--- src/rtl/adcpm_pkg.sv ---
// Package adcpm_pkg
// Shared power-mode encoding for the ADC power-management controller.
// Assumes: the mode field of the control word is two bits wide.
package adcpm_pkg;

    typedef enum logic [1:0] {
        PM_CS_DRIVEN = 2'b00,
        PM_FULL_OFF  = 2'b01,
        PM_AUTO_SHDN = 2'b10,
        PM_AUTO_STBY = 2'b11
    } pm_mode_e;

endpackage

--- src/rtl/adcpm_sync.sv ---
// Module adcpm_sync
// Two-flop synchronizer per bit, followed by one history flop.
// Outputs the synchronized level and the level one clock earlier.
// Edge detection is done by the consumer from the pair.
// Assumes: each input level lasts at least three system clocks.
module adcpm_sync #(
    parameter int               W       = 3,
    parameter logic [W-1:0]     RST_VAL = '0
) (
    input  logic         clk,
    input  logic         rst_n,
    input  logic [W-1:0] d_i,
    output logic [W-1:0] lvl_o,
    output logic [W-1:0] prv_o
);

    for (genvar i = 0; i < W; i++) begin : g_bit
        logic meta_q, sync_q, hist_q;

        // Purpose: move one asynchronous bit into clk domain and keep a one-clock history.
        always_ff @(posedge clk) begin
            if (!rst_n) begin
                meta_q <= RST_VAL[i];
                sync_q <= RST_VAL[i];
                hist_q <= RST_VAL[i];
            end else begin
                meta_q <= d_i[i];
                sync_q <= meta_q;
                hist_q <= sync_q;
            end
        end

        assign lvl_o[i] = sync_q;
        assign prv_o[i] = hist_q;
    end

endmodule

--- src/rtl/adcpm_frame.sv ---
// Module adcpm_frame
// Counts serial-clock rising edges inside a chip-select frame and
// shifts the control word in, MSB first.
// Loads mode and reference-disable on the chip-select rising edge, and
// only when a whole frame arrived. Flags the last rising edge of the frame.
// Assumes: edge pulses are one clock wide and come from synchronized lines.
module adcpm_frame
    import adcpm_pkg::*;
#(
    parameter int FRAME_BITS = 16,
    parameter int MODE_LSB   = 8,
    parameter int REFDIS_BIT = 5
) (
    input  logic     clk,
    input  logic     rst_n,
    input  logic     cs_low_i,
    input  logic     cs_fall_i,
    input  logic     cs_rise_i,
    input  logic     sclk_rise_i,
    input  logic     sdi_bit_i,
    output pm_mode_e mode_o,
    output logic     ref_dis_o,
    output logic     last_edge_o
);

    localparam int CW = $clog2(FRAME_BITS + 1);

    logic [CW-1:0]         cnt_q;
    logic [FRAME_BITS-1:0] shift_q;
    pm_mode_e              mode_q;
    logic                  ref_dis_q;
    logic                  frame_full;
    logic                  take_bit;

    assign frame_full  = (cnt_q == CW'(FRAME_BITS));
    assign take_bit    = sclk_rise_i && cs_low_i && !frame_full;
    assign last_edge_o = take_bit && (cnt_q == CW'(FRAME_BITS - 1));

    // Purpose: count edges in the frame and shift data bits in, stopping at a full frame.
    always_ff @(posedge clk) begin
        if (!rst_n) begin
            cnt_q   <= '0;
            shift_q <= '0;
        end else if (cs_fall_i) begin
            cnt_q   <= '0;
        end else if (take_bit) begin
            cnt_q   <= cnt_q + 1'b1;
            shift_q <= {shift_q[FRAME_BITS-2:0], sdi_bit_i};
        end
    end

    // Purpose: commit the control fields when a complete frame closes.
    always_ff @(posedge clk) begin
        if (!rst_n) begin
            mode_q    <= PM_CS_DRIVEN;
            ref_dis_q <= 1'b0;
        end else if (cs_rise_i && frame_full) begin
            mode_q    <= pm_mode_e'(shift_q[MODE_LSB +: 2]);
            ref_dis_q <= shift_q[REFDIS_BIT];
        end
    end

    assign mode_o    = mode_q;
    assign ref_dis_o = ref_dis_q;


    ctrl_hold_chk: assert property (@(posedge clk) disable iff (!rst_n)
        !(cs_rise_i && frame_full) |=> ($stable(mode_q) && $stable(ref_dis_q)));


    cnt_bound_chk: assert property (@(posedge clk) disable iff (!rst_n)
        cnt_q <= CW'(FRAME_BITS));

endmodule

--- src/rtl/adcpm_power.sv ---
// Module adcpm_power
// Power state machine: converter power, reference power and the ready timer.
// Chooses the long or the short delay from the state of the reference at power-up.
// Assumes: edge pulses are single-cycle and a new mode takes effect the clock after loading.
module adcpm_power
    import adcpm_pkg::*;
#(
    parameter int LONG_CYC  = 1250,
    parameter int SHORT_CYC = 250
) (
    input  logic     clk,
    input  logic     rst_n,
    input  pm_mode_e mode_i,
    input  logic     ref_dis_i,
    input  logic     cs_low_i,
    input  logic     cs_fall_i,
    input  logic     cs_rise_i,
    input  logic     sclk_fall_i,
    input  logic     last_edge_i,
    output logic     conv_on_o,
    output logic     ref_on_o,
    output logic     ready_o
);

    localparam int TW = $clog2(LONG_CYC + 1);

    logic          conv_q;
    logic          armed_q;
    logic [TW-1:0] tmr_q;
    logic          auto_mode;
    logic          up_req;
    logic          dn_req;
    logic          ref_warm;

    assign auto_mode = (mode_i == PM_AUTO_SHDN) || (mode_i == PM_AUTO_STBY);
    assign up_req    = ((mode_i == PM_CS_DRIVEN) && cs_fall_i)
                    || (auto_mode && armed_q && sclk_fall_i && cs_low_i);
    assign dn_req    = cs_rise_i || (auto_mode && last_edge_i) || (mode_i == PM_FULL_OFF);
    assign ref_warm  = ref_on_o || ref_dis_i;

    // Purpose: arm the automatic power-up for the first serial-clock fall of a frame.
    always_ff @(posedge clk) begin
        if (!rst_n)                        armed_q <= 1'b0;
        else if (cs_fall_i)                armed_q <= 1'b1;
        else if (sclk_fall_i || cs_rise_i) armed_q <= 1'b0;
    end

    // Purpose: converter power state and power-up delay countdown.
    always_ff @(posedge clk) begin
        if (!rst_n) begin
            conv_q <= 1'b0;
            tmr_q  <= '0;
        end else if (dn_req) begin
            conv_q <= 1'b0;
            tmr_q  <= '0;
        end else if (up_req && !conv_q) begin
            conv_q <= 1'b1;
            tmr_q  <= ref_warm ? TW'(SHORT_CYC) : TW'(LONG_CYC);
        end else if (conv_q && tmr_q != '0) begin
            tmr_q  <= tmr_q - 1'b1;
        end
    end

    assign conv_on_o = conv_q;
    assign ref_on_o  = !ref_dis_i && (conv_q || mode_i == PM_AUTO_STBY);
    assign ready_o   = conv_q && (tmr_q == '0);


    cs_off_chk: assert property (@(posedge clk) disable iff (!rst_n)
        cs_rise_i |=> !conv_q);


    auto_off_chk: assert property (@(posedge clk) disable iff (!rst_n)
        (auto_mode && last_edge_i) |=> !conv_q);


    full_off_chk: assert property (@(posedge clk) disable iff (!rst_n)
        (mode_i == PM_FULL_OFF && $past(mode_i == PM_FULL_OFF)) |-> !conv_q);


    delay_load_chk: assert property (@(posedge clk) disable iff (!rst_n)
        $rose(conv_q) |-> (!ready_o && tmr_q >= TW'(SHORT_CYC)));

endmodule

--- src/rtl/adcpm_top.sv ---
// Module adcpm_top
// ADC serial power-management controller.
// Synchronizes the serial lines, decodes the control frame and drives the
// converter/reference power requests and the ready flag.
// Assumes: sclk idles low; every line level lasts several system clocks.
module adcpm_top
    import adcpm_pkg::*;
#(
    parameter int CLK_MHZ    = 250,
    parameter int FULL_UP_NS = 5000,
    parameter int STBY_UP_NS = 1000,
    parameter int FRAME_BITS = 16,
    parameter int MODE_LSB   = 8,
    parameter int REFDIS_BIT = 5
) (
    input  logic clk,
    input  logic rst_n,
    input  logic cs_n,
    input  logic sclk,
    input  logic sdi,
    output logic conv_pwr_on,
    output logic ref_pwr_on,
    output logic conv_ready
);

    localparam int LONG_CYC  = CLK_MHZ * FULL_UP_NS / 1000;
    localparam int SHORT_CYC = CLK_MHZ * STBY_UP_NS / 1000;
    localparam int NSYNC     = 3;
    localparam int B_CS      = 0;
    localparam int B_SCLK    = 1;
    localparam int B_SDI     = 2;

    logic [NSYNC-1:0] lvl, prv;
    logic cs_fall, cs_rise, cs_low, sclk_rise, sclk_fall, last_edge;
    pm_mode_e mode;
    logic ref_dis;

    adcpm_sync #(.W(NSYNC), .RST_VAL(3'b001)) i_sync (
        .clk   (clk),
        .rst_n (rst_n),
        .d_i   ({sdi, sclk, cs_n}),
        .lvl_o (lvl),
        .prv_o (prv)
    );

    assign cs_low    = !lvl[B_CS];
    assign cs_fall   = prv[B_CS] && !lvl[B_CS];
    assign cs_rise   = !prv[B_CS] && lvl[B_CS];
    assign sclk_rise = !prv[B_SCLK] && lvl[B_SCLK];
    assign sclk_fall = prv[B_SCLK] && !lvl[B_SCLK];

    adcpm_frame #(
        .FRAME_BITS (FRAME_BITS),
        .MODE_LSB   (MODE_LSB),
        .REFDIS_BIT (REFDIS_BIT)
    ) i_frame (
        .clk         (clk),
        .rst_n       (rst_n),
        .cs_low_i    (cs_low),
        .cs_fall_i   (cs_fall),
        .cs_rise_i   (cs_rise),
        .sclk_rise_i (sclk_rise),
        .sdi_bit_i   (prv[B_SDI]),
        .mode_o      (mode),
        .ref_dis_o   (ref_dis),
        .last_edge_o (last_edge)
    );

    adcpm_power #(
        .LONG_CYC  (LONG_CYC),
        .SHORT_CYC (SHORT_CYC)
    ) i_power (
        .clk         (clk),
        .rst_n       (rst_n),
        .mode_i      (mode),
        .ref_dis_i   (ref_dis),
        .cs_low_i    (cs_low),
        .cs_fall_i   (cs_fall),
        .cs_rise_i   (cs_rise),
        .sclk_fall_i (sclk_fall),
        .last_edge_i (last_edge),
        .conv_on_o   (conv_pwr_on),
        .ref_on_o    (ref_pwr_on),
        .ready_o     (conv_ready)
    );


    ready_gate_chk: assert property (@(posedge clk) disable iff (!rst_n)
        !conv_pwr_on |-> !conv_ready);

endmodule

--- config.mk ---
export PLATFORM = sky130hd
export DESIGN_NAME = adcpm_top
export DESIGN_NICKNAME = d
export VERILOG_FILES = /design/src/rtl/adcpm_pkg.sv /design/src/rtl/adcpm_sync.sv /design/src/rtl/adcpm_frame.sv /design/src/rtl/adcpm_power.sv /design/src/rtl/adcpm_top.sv
export SDC_FILE = /design/constraint.sdc
export NUM_CORES = 1
export LEC_CHECK = 0
export BUFFER_PORTS_ARGS = -buffer_cell sky130_fd_sc_hd__buf_2
export CORE_UTILIZATION = 57
export DETAILED_ROUTE_END_ITERATION = 16
export PLACE_DENSITY = 0.76
export SYNTH_ARGS = -nofsm -noshare
export SYNTH_HDL_FRONTEND = slang
export SYNTH_SLANG_ARGS = --single-unit
--- constraint.sdc ---
create_clock -name clk -period 2 [get_ports clk]
set_input_delay 0.1 -clock clk [delete_from_list [all_inputs] [get_ports clk]]
set_output_delay 0.1 -clock clk [all_outputs]
set_load 0.03 [all_outputs]
==> Word-level counts from Yosys, hierarchy flattened <==
Index checks and enable logic that the tools add are counted.
{ "word_totals": {"ff_bits": 40, "input_bits": 5, "output_inout_bits": 3, "elab_cells": 69} }
{ "op_classes": {"n_addsub": 2, "eq_ne": 5, "mux": 5, "bitwise": 2, "reduce_logical": 39} }
{ "op_table": {"columns": ["cell", "count"], "rows": [
  ["$mux 11", 3],
  ["$logic_and 1x1->1", 17],
  ["$logic_not 11->1", 1],
  ["$reduce_bool 11->1", 1],
  ["$sub 11x1->11 const B", 1],
  ["$logic_not 1->1", 7],
  ["$logic_or 1x1->1", 7],
  ["$add 5x1->5 const B", 1],
  ["$eq 5x4->1 const B", 1],
  ["$eq 5x5->1 const B", 1],
  ["$eq 2x2->1 const B", 2],
  ["$reduce_bool 2->1", 2],
  ["$reduce_or 2->1", 2],
  ["$eq 2x1->1 const B", 1],
  ["$logic_not 2->1", 1],
  ["$mux 1", 2],
  ["$not 1->1", 2],
  ["$reduce_and 2->1", 1]
]} }

==> Longest topological paths before layout <==
Gate-level depths: netlist (run 1).
{ "logic_depth": {"ltp_word": 9, "depth_mapped": 9, "depth_no_buf": 7} }

==> By module <==
Synthesis (run 1) repeated with hierarchy kept, for this count alone.
{ "hier_totals": {"hier_cells": 193, "area_unflattened_um2": 1800.5} }
{ "by_module_without_submodules": {"columns": ["mod", "instances", "cells_each", "area_per_inst_um2", "seq_area_each_um2"], "rows": [
  ["adcpm_frame", 1, 76, 750.7, 360.3],
  ["adcpm_power", 1, 88, 734.5, 260.2],
  ["adcpm_sync", 1, 24, 281.5, 180.2],
  ["adcpm_top", 1, 5, 33.8, 0.0]
]} }

==> Worst setup path before layout (run 1) <==
OpenSTA, ideal clock, no wires.
{ "synth_path": {"path_type": "register -> register", "startpoint": "register i_power.tmr_q[0]", "endpoint": "register i_power.tmr_q[3]", "setup_ns": 0.103, "t_arrival_ns": 1.707, "required_time_ns": 1.897, "slack_ns": 0.190, "stages_incl_launch_ff": 8, "n_path_buf": 0, "period_less_slack_ns": 1.810, "cell_sequence": "dfxtp_1 -> inv_1 -> ha_1 -> nor4b_2 -> a31oi_4 -> nor4b_4 -> nor3_2 -> a2111oi_2"} }
{ "synth_between": {"elab_chain_len": 3, "elab_cells_between_ends": 6, "classes_between": "add/sub (1); mux (2); reduce/logical (3)"} }
{ "synth_lines": {"columns": ["item", "line", "source"], "rows": [
  ["from (decl)", "adcpm_power.sv:29", "logic [TW-1:0] tmr_q;"],
  ["from (signal assigned)", "adcpm_power.sv:58", "tmr_q <= ref_warm ? TW'(SHORT_CYC) : TW'(LONG_CYC);"],
  ["from (signal assigned)", "adcpm_power.sv:60", "tmr_q <= tmr_q - 1'b1;"],
  ["$sub 11x1->11 / $reduce_bool 11->1 (equally long branches)", "adcpm_power.sv:60, adcpm_power.sv:59", null],
  ["$mux 11 / $logic_and 1x1->1 (equally long branches)", "adcpm_power.sv:59", "end else if (conv_q && tmr_q != '0) begin"],
  ["$mux 11 / $reduce_bool 2->1 (equally long branches)", null, null]
]} }
Several ways; a longest one is shown, not always the timed one. The select of a mux whose other input is x is not followed.
A chain may end at the register's enable or synchronous reset.

==> Final worst setup path (run 1) <==
{ "layout_path": {"startpoint": "register i_power.tmr_q[1]", "endpoint": "register i_power.tmr_q[3]"} }
The elaborated chain is that of the path after synthesis.

==> results.yml, run 1 <==
outcome:
  run_status: "complete, no violations"
cts:
  numCtsBuffers: 5
  tritoncts_num_sinks: 40
  clk_transition_reported_paths_ps: 110
  htree_num_levels: 2
  cts.root.buffer_cell: "sky130_fd_sc_hd__clkbuf_4"
  ctsLongestPathBuffers: 2
  clock_latency_ps: 350
  cts_tree: "done"
route:
  vias: 1311
  drtAntennaViolNets: 0
  drt_pre_antenna_iters: 5
  routed_wire_length_per_instance_um: 13.1
  route.met3.wl_um: 108
  drtIter0Drc: 51
  route.top_layer_used: "met4"
  detailroute.wirelength.met2_um: 1560
  drt_wl_total_um: 3210
  wirelength_met1_um: 1480
  detail_route.vias_per_cell: 5.35
  remaining_drc_errors: 0
setup_path:
  cp_slowest_stage_delay_ps: 380
  critical-path-slowest-cell: "sky130_fd_sc_hd__dfxtp_2"
  endpoint_arrival_time_on_the_critical_path_ps: 2130
  path_max_fanout: 7
  worst_path_cell_chain: "inv_1, ha_1, nor4b_4, a31oi_4, nor4b_4, nor3_2, a2111oi_2"
  path_class: "flop to flop"
  cp_num_buf_inv: 1
  critical_path.top_delay_family: "compound AO/OA/AOI/OAI gates"
  cp_common_cell: "sky130_fd_sc_hd__nor4b_4"
  crit_path_start_kind: "flop"
  end_kind: "flop"
  worst_ep_required_time_ps: 2260
place:
  dpl_cell_area_sq_um: 1920
  gp_congestion: 0.849
  hpwl_um: 2270
  dp.cells: 233
  placement.setup.worst_slack_ps: 87.3
  numPortBuffers: 7
timing:
  worst_margin_slew_ps: 413
  slew_headroom_pct: 72.3
  fmax_mhz: 534
  max_transition_viols_final: 0
  final.min_clock_period_ps: 1870
  setup_slack_ps: 128
  report.final.hold_viol_count: 0
  setup_viol: 0
  final.period_utilization_pct: 93.6
  final.setup_skew_ps: 2.36
cells_and_area:
  seqCellArea_sq_um: 802
  layout_common_cells: "39 x sky130_fd_sc_hd__dfxtp_1, 21 x sky130_fd_sc_hd__nor2_1, 14 x sky130_fd_sc_hd__nor2b_1, 14 x sky130_fd_sc_hd__mux2i_1, 9 x sky130_fd_sc_hd__and2_1"
  final_design_area_no_fill_sq_um: 2030
  layout-drive-gt1-share_pct: 17.4
  layout.filler_cells: 256
  instances_no_fill: 245
  multi_input_area_sq_um: 975
  antenna-diode-count: 0
  finish.net_count: 211
  final_common_cell: "sky130_fd_sc_hd__dfxtp_1"
  syn_to_final_growth_pct: 11.1
grt:
  overflow_left_after_global_routing: 0
  global_route_wire_length_before_repair_um: 5240
  global_route_usage_over_all_layers_pct: 20.6
  grt_max_degree: 26
  via_count_of_the_first_global_routing_pass: 1190
  number_of_antenna_violations_at_the_first_check_in_global_routing: 0
min_path:
  holdCritPathClass: "input pin to flop"
floorplan:
  die_h_um: 58.6
  die_width_um: 58.6
  initial_core_util_pct: 59.8
  boundaryPins: 8
  row_count: 20
  core_sq_um: 3050
  floorplan_die_area_sq_um: 3440
flow_run:
  drv.max_cap_violation_count: 0
logic_synthesis:
  synth_seq_area_share_pct: 43.8
  post_synthesis_mean_instance_area_sq_um: 9.98
  synth-warning-count: 0
  synth.cell_area_sq_um: 1830
  ys_dominant_reg_cell: "sky130_fd_sc_hd__dfxtp_1"
  postSynth.asyncResetShare_pct: 0
  synth.net_count: 193
  synth-edff-count: 0
  syn_inst: 183
  post_synth_num_cell_types: 43
  synth.ff_latch_count: 40
pwr:
  power.density_cell_area_nw_per_um2: 732
  leakage_nw: 0.784
  peakVddDrop_uv: 556
## final cells by class
type / count / area share (%)
clock buffer: 5 / 1.85
inverter: 8 / 1.48
tap: 44 / 2.71
timing repair buffer: 17 / 5.80
multi-input combinational: 129 / 48.0
clock inverter: 2 / 0.617
sequential: 40 / 39.5
## repair_timing
action,4_1_cts,5_1_grt
gates resized for setup,0,2
endpoints found under the hold margin,3,0
setup endpoints to repair,0,2
hold buffers,3,0
setup buffers,0,2
## metal layers
layer	track usage (%)	vias to the layer above
met5	0	-
met4	9.52	0
met3	6.81	6
met2	33.0	20
met1	25.2	624
li1	-	661
## kinds of logic after synthesis
logic type,count (synthesis),synth area share (%)
flops,40,43.8
simple gates,82,28.6
buf+inv,14,3.29
mux,14,7.67
compound gates,19,8.84
xor+xnor,9,4.32
fa+ha+maj,5,3.42
## power breakdown
| group | internal (mW) | switching [mW] |
|---|---|---|
| registers | 0.827 | 0.0388 |
| clock network | 0.128 | 0.257 |
| logic | 0.109 | 0.125 |
## sequential cells by signal (all words and copies together) (netlist names)
| register | count |
|---|---|
| i_power.tmr_q | 11 |
| i_frame.shift_q | 10 |
| i_frame.cnt_q | 5 |
| i_sync.g_bit.hist_q | 3 |
| i_sync.g_bit.meta_q | 3 |
| i_sync.g_bit.sync_q | 3 |
| i_frame.mode_o | 2 |
| i_frame.ref_dis_o | 1 |
| i_power.armed_q | 1 |
| i_power.conv_on_o | 1 |
## final timing paths
| kind | start | endpoint | slack (ps) | depth (start not counted) |
|---|---|---|---|---|
| min reg2reg | i_sync.g_bit[0].meta_q$_SDFF_PN1_ | i_sync.g_bit[0].sync_q$_SDFF_PN1_ | 430 | 1 |
| min | rst_n | i_sync.g_bit[0].sync_q$_SDFF_PN1_ | 80 | 2 |
| max reg2reg | i_power.tmr_q[1]$_SDFFE_PP0P_ | i_power.tmr_q[3]$_SDFFE_PP0P_ | 130 | 7 |
| max | i_power.tmr_q[1]$_SDFFE_PP0P_ | i_power.tmr_q[3]$_SDFFE_PP0P_ | 130 | 7 |
## stage by stage
step	power (mW)	util, %	hold slack, ps	TNS [ps]
4_1_cts	1.48	65.7	81.7	0
6_report	1.48	66.5	84.7	0
3_3_place_gp	1.09	63.0	283	0
2_1_floorplan	1.04	-	173	0
3_5_place_dp	1.10	63.0	306	0
5_1_grt	1.57	66.5	88.7	-21.4
## synth_stat cells, types with 2 or more instances
cell | n | area share [%]
sky130_fd_sc_hd__dfxtp_1 | 40 | 44
sky130_fd_sc_hd__nor2_1 | 21 | 4.3
sky130_fd_sc_hd__mux2i_1 | 14 | 7.7
sky130_fd_sc_hd__nor2b_1 | 14 | 4.8
sky130_fd_sc_hd__and2_1 | 9 | 3.1
sky130_fd_sc_hd__inv_1 | 8 | 1.6
sky130_fd_sc_hd__nand2b_1 | 8 | 2.7
sky130_fd_sc_hd__xor2_1 | 8 | 3.8
sky130_fd_sc_hd__nand2_1 | 7 | 1.4
sky130_fd_sc_hd__ha_1 | 5 | 3.4
sky130_fd_sc_hd__nand4_1 | 5 | 1.7
sky130_fd_sc_hd__a21oi_1 | 4 | 1.1
sky130_fd_sc_hd__buf_2 | 3 | 0.82
sky130_fd_sc_hd__nand3_1 | 3 | 0.82
sky130_fd_sc_hd__a211oi_1 | 2 | 0.82
sky130_fd_sc_hd__a31oi_1 | 2 | 0.68
sky130_fd_sc_hd__clkbuf_1 | 2 | 0.41
sky130_fd_sc_hd__nor3_2 | 2 | 1.1
sky130_fd_sc_hd__nor4b_2 | 2 | 1.6
Power figures use the tool's default switching activity.
==> run 2, diff against run 1 <==
CTS_BUF_LIST = sky130_fd_sc_hd__clkbuf_4   (was unset)
PLACE_DENSITY = 0.79   (was 0.76)
clock period = 1.65 ns   (was 2 ns; I/O delays follow)
==> run 2 against run 1 <==
Against the previous run:
- design area up 18%
- cell count is 8.2% higher
- count of clock-buffer cells in the layout up 1
- combinational power is 67% higher
- via count is 4.5% higher
- hold slack better by 9.0 ps
- critical path depth grew 1
- critical path type unchanged
- critical endpoint is now i_frame.shift_q[2]$_SDFFE_PN0P_
- largest cell class unchanged
==> results.yml, run 2 (synthesized netlist as in run 1, its figures left out) <==
timing:
  whs_ps: 93.7
  fin_tns_setup_ps: 0
  report.final.hold_viol_count: 0
  final.period_utilization_pct: 99.9
  final.min_clock_period_ps: 1650
  fmax_mhz: 606
  final.setup_skew_ps: 10.3
  slew_headroom_pct: 75.5
  worst_margin_slew_ps: 366
  setup_slack_ps: 0.965
  setup_viol: 0
  max_transition_viols_final: 0
  setup_repair_after_global_routing_missed_its_margin: "yes"
grt:
  global_route_wire_length_before_repair_um: 5780
  number_of_antenna_violations_at_the_first_check_in_global_routing: 0
  global_route_usage_over_all_layers_pct: 22.3
  grt_max_degree: 26
  via_count_of_the_first_global_routing_pass: 1343
  overflow_left_after_global_routing: 0
cells_and_area:
  antenna-diode-count: 0
  final_common_cell: "sky130_fd_sc_hd__dfxtp_1"
  utilization_pct: 78.4
  largest_register_ff_count: 11
  instances_no_fill: 265
  registers.top_by_ff_count: "i_power.tmr_q"
  syn_to_final_growth_pct: 31.1
  layout-drive-gt1-share_pct: 36.7
  layout.filler_cells: 211
  finish.net_count: 230
  biggestRegsByFlops: "i_power.tmr_q: 11 flops, i_frame.shift_q: 10 flops, i_frame.cnt_q: 5 flops"
  seqCellArea_sq_um: 816
  layout_common_cells: "34 x sky130_fd_sc_hd__dfxtp_1, 22 x sky130_fd_sc_hd__buf_4, 19 x sky130_fd_sc_hd__nor2_1"
  multi_input_area_sq_um: 1100
  final_design_area_no_fill_sq_um: 2390
setup_path:
  worst_path_cell_chain: "inv_4, ha_4, and4bb_1, nor2b_2, and2b_2, buf_12, mux2i_2, nor2b_1"
  critical-path-slowest-cell: "sky130_fd_sc_hd__dfxtp_4"
  endpoint_arrival_time_on_the_critical_path_ps: 1890
  cp_num_buf_inv: 2
  worst_ep_required_time_ps: 1900
  crit_path_start_kind: "flop"
  critical_path.top_delay_family: "simple AND/OR/NAND/NOR gates"
  path_max_fanout: 5
  end_kind: "flop"
  cp_slowest_stage_delay_ps: 390
  path_class: "flop to flop"
  cp_num_cells: 8
  r2r_cells: 8
min_path:
  timing.hold.worst_path_depth: 2
  holdCritPathClass: "input pin to flop"
flow_run:
  drv.max_cap_violation_count: 0
outcome:
  run_status: "complete, no violations"
route:
  detail_route.vias_per_cell: 5.17
  drtAntennaViolNets: 0
  remaining_drc_errors: 0
  drt_wl_total_um: 3580
  drtIter0Drc: 56
  vias: 1370
  routed_wire_length_per_instance_um: 13.5
  drt_pre_antenna_iters: 4
pwr:
  total_switching_power_uw: 538
  net_switching_fraction_of_the_power_pct: 26.0
  totalPowerFinal_mw: 2.07
  pwr-share-clk_pct: 30.8
  sequentialPowerShare_pct: 50.4
  internal_power_mw: 1.54
  power.density_cell_area_nw_per_um2: 866
  leakage_nw: 0.937
  peakVddDrop_uv: 571
  power.share.combinational_pct: 18.7
place:
  placement.setup.worst_slack_ps: -103
  dp.cells: 243
  gp_congestion: 0.909
  numPortBuffers: 7
  dpl_cell_area_sq_um: 2040
  hpwl_um: 2300
floorplan:
  die_h_um: 58.6
  core_sq_um: 3050
  boundaryPins: 8
  row_count: 20
  floorplan_die_area_sq_um: 3440
  die_width_um: 58.6
  initial_core_util_pct: 59.8
cts:
  clock_latency_ps: 340
  ctsLongestPathBuffers: 2
  cts_tree: "done"
  tritoncts_num_sinks: 40
  numCtsBuffers: 5
  clk_transition_reported_paths_ps: 120
  cts.root.buffer_cell: "sky130_fd_sc_hd__clkbuf_4"
  htree_num_levels: 2
[run 2: changes by cell type in the layout (fill, tap and decap cells not counted), sizes merged]
cell and change:
buf +18, clkbuf +2, bufinv +1, clkinvlp -1
[run 2: power by group through the flow]
| stage | registers [mW] | clock network [mW] | logic, mW |
|---|---|---|---|
| detailed placement | 1.06 | 0 | 0.305 |
| CTS | 1.04 | 0.658 | 0.338 |
| finish | 1.05 | 0.639 | 0.389 |
| global route | 1.05 | 0.697 | 0.420 |
| global placement | 1.06 | 0 | 0.297 |
| floorplan | 1.07 | 0 | 0.207 |
[run 2: path summary, 6_finish.rpt]
check,from,slack [ps],end
worst max register to register,i_frame.cnt_q[1]$_SDFFE_PP0N_,1,i_frame.shift_q[2]$_SDFFE_PN0P_
worst min-delay path,rst_n,90,i_sync.g_bit[0].sync_q$_SDFF_PN1_
worst min register to register,i_sync.g_bit[0].meta_q$_SDFF_PN1_,430,i_sync.g_bit[0].sync_q$_SDFF_PN1_
worst max-delay path,i_frame.cnt_q[1]$_SDFFE_PP0N_,1,i_frame.shift_q[2]$_SDFFE_PN0P_
[run 2: cell type report]
class	count	area share (%)
clock buffer	6	1.88
clock inverter	2	1.46
tap	44	2.30
timing repair buffer	36	13.1
sequential	40	34.1
multi-input combinational	129	45.8
inverter	8	1.46
[run 2: repair_timing]
item                                   4_1_cts  5_1_grt
setup buffers                                6        5
endpoints found under the hold margin        3        0
hold buffers                                 3        0
pin swaps                                    7       15
gates cloned                                 0        1
resized for setup                           16       23
setup endpoints to repair                   16       22
[run 2: metal layers]
metal	GRT usage, %	wire length (um)	vias to the layer above
met5	0	0	-
met1	25.3	1560	639
met2	40.2	1840	23
li1	-	-	700
met3	5.93	107	8
met4	7.48	71	0
==> run 3, diff against run 2 <==
CORE_UTILIZATION = 25   (was 57)
PLACE_DENSITY = 0.4   (was 0.79)
REMOVE_ABC_BUFFERS = 1   (was unset)
clock period = 2.1 ns   (was 1.65 ns; I/O delays follow)
==> run 3 against run 2 <==
Against the previous run:
- sequential power decreased by 22%
- critical path type is now flop to primary output
- sequential share of layout area increased by 3.7 points
- design area decreased by 12%
- clock power decreased by 15%
- largest cell class unchanged
==> results.yml, run 3 (synthesized netlist as in run 1, its figures left out) <==
min_path:
  holdCritPathClass: "input pin to flop"
cells_and_area:
  final_design_area_no_fill_sq_um: 2120
  biggestRegsByFlops: "i_power.tmr_q: 11 flops, i_frame.shift_q: 10 flops, i_frame.cnt_q: 5 flops"
  finish.net_count: 211
  layout_common_cells: "40 x sky130_fd_sc_hd__dfxtp_1, 21 x sky130_fd_sc_hd__nor2_1, 14 x sky130_fd_sc_hd__nor2b_1, 14 x sky130_fd_sc_hd__mux2i_1, 9 x sky130_fd_sc_hd__and2_1"
  registers.top_by_ff_count: "i_power.tmr_q"
  antenna-diode-count: 0
  largest_register_ff_count: 11
  final_common_cell: "sky130_fd_sc_hd__dfxtp_1"
  syn_to_final_growth_pct: 16.0
  layout-drive-gt1-share_pct: 17.3
timing:
  report.final.hold_viol_count: 0
  final.period_utilization_pct: 91.4
  fin_tns_setup_ps: 0
  worst_margin_slew_ps: 427
  max_transition_viols_final: 0
  whs_ps: 165
  setup_viol: 0
  slew_headroom_pct: 71.4
  setup_repair_after_global_routing_missed_its_margin: "no"
  final.min_clock_period_ps: 1920
  setup_slack_ps: 180
  final.setup_skew_ps: 6.22
  fmax_mhz: 521
floorplan:
  core_sq_um: 6940
  die_h_um: 87.5
  boundaryPins: 8
  die_width_um: 87.5
  initial_core_util_pct: 26.3
  row_count: 30
  floorplan_die_area_sq_um: 7650
setup_path:
  endpoint_arrival_time_on_the_critical_path_ps: 1820
  crit_path_start_kind: "flop"
  worst_ep_required_time_ps: 2000
  path_class: "flop to primary output"
  cp_slowest_stage_delay_ps: 390
  path_max_fanout: 5
  worst_path_cell_chain: "inv_1, ha_1, nor4b_2, nand4_1, inv_1, buf_2"
  cp_common_cell: "sky130_fd_sc_hd__inv_1"
  critical-path-slowest-cell: "sky130_fd_sc_hd__dfxtp_1"
  end_kind: "primary output"
  critical_path.top_delay_family: "simple AND/OR/NAND/NOR gates"
  cp_num_buf_inv: 3
route:
  drtIter0Drc: 19
  vias: 1238
  routed_wire_length_per_instance_um: 11.2
  drt_pre_antenna_iters: 4
  drtAntennaViolNets: 0
  remaining_drc_errors: 0
  detail_route.vias_per_cell: 4.15
  drt_wl_total_um: 3340
grt:
  grt_busiest_layer: "met1"
  global_route_met3_utilization_pct: 2.65
  global_route_usage_over_all_layers_pct: 10.3
  overflow_left_after_global_routing: 0
  global_route_wire_length_before_repair_um: 6100
  number_of_antenna_violations_at_the_first_check_in_global_routing: 0
  via_count_of_the_first_global_routing_pass: 1271
  gr_met2_demand_resource_pct: 14.6
  grt_max_degree: 25
  grt_util_met1_pct: 14.7
cts:
  post_cts_resized: 0
  cts_tree: "done"
  clock_latency_ps: 350
  tritoncts_num_sinks: 40
  ctsLongestPathBuffers: 2
  numCtsBuffers: 5
  cts.root.buffer_cell: "sky130_fd_sc_hd__clkbuf_4"
  clk_transition_reported_paths_ps: 140
  htree_num_levels: 2
place:
  gp_congestion: 0.698
  placement.setup.worst_slack_ps: 241
  dpl_cell_area_sq_um: 2000
  numPortBuffers: 7
  hpwl_um: 2380
outcome:
  run_status: "complete, no violations"
flow_run:
  drv.max_cap_violation_count: 0
pwr:
  power.density_cell_area_nw_per_um2: 746
  peakVddDrop_uv: 268
  leakage_nw: 0.789
  totalPowerFinal_mw: 1.58
==> run 3: changes by cell type in the layout (fill, tap and decap cells not counted), moves of 3 or more <==
cell | before | now
sky130_fd_sc_hd__buf_4 | 22 | 7
sky130_fd_sc_hd__inv_1 | 4 | 8
sky130_fd_sc_hd__ha_1 | 1 | 5
sky130_fd_sc_hd__mux2i_2 | 3 | 0
sky130_fd_sc_hd__dfxtp_2 | 3 | 0
sky130_fd_sc_hd__dfxtp_1 | 34 | 40
sky130_fd_sc_hd__mux2i_1 | 11 | 14
sky130_fd_sc_hd__dfxtp_4 | 3 | 0
==> run 3: final cells by class <==
class	instances	area, sq um
clock inverter	3	46.3
fill	758	4830
sequential	40	801
clock buffer	5	37.5
multi-input combinational	129	966
timing repair buffer	17	118
inverter	8	30.0
tap	96	120
==> run 3: worst paths after layout <==
check	slack, ps	start	cells past startpoint	endpoint
min reg2reg	430	i_sync.g_bit[0].meta_q$_SDFF_PN1_	1	i_sync.g_bit[0].sync_q$_SDFF_PN1_
max reg2reg	220	i_power.tmr_q[0]$_SDFFE_PP0P_	7	i_power.tmr_q[3]$_SDFFE_PP0P_
min	160	rst_n	3	i_sync.g_bit[0].meta_q$_SDFF_PN1_
max	180	i_power.tmr_q[0]$_SDFFE_PP0P_	6	conv_ready
==> run 3: per-layer routing <==
metal  up-vias  routed length (um)
li1        660                   -
met1       561                1850
met2        12                1330
met3         5                  96
met4         0                  53
met5         -                   0
==> run 3: worst reg2reg max path, stage by stage (launching register included) <==
cell and delay (ps):
sky130_fd_sc_hd__dfxtp_1 470, sky130_fd_sc_hd__inv_1 90, sky130_fd_sc_hd__ha_1 200, sky130_fd_sc_hd__nor4b_2 170, sky130_fd_sc_hd__a31oi_4 200, sky130_fd_sc_hd__nor4b_4 270
sky130_fd_sc_hd__nor3_2 70, sky130_fd_sc_hd__a2111oi_2 310
==> run 3: repair_timing <==
| action | CTS | global route |
|---|---|---|
| buffers inserted | 0 | 1 |
| endpoints found under the setup margin | 0 | 1 |
| hold endpoints to repair | 3 | 0 |
| hold buffers | 3 | 0 |
==> run 3: power breakdown <==
part           internal, mW  leakage, nW  switching (mW)  total (mW)
Sequential            0.788        0.325          0.0348       0.823
Clock                 0.255       0.0418           0.292       0.546
Combinational        0.0988        0.422           0.113       0.211
==> run 3: stage by stage <==
| step | utilization, % | std cells |
|---|---|---|
| global route | 30.5 | 298 |
| floorplan | - | 177 |
| finish | 30.5 | 298 |
| detailed placement | 28.8 | 286 |
| global placement | 28.8 | 286 |
| CTS | 30.4 | 297 |
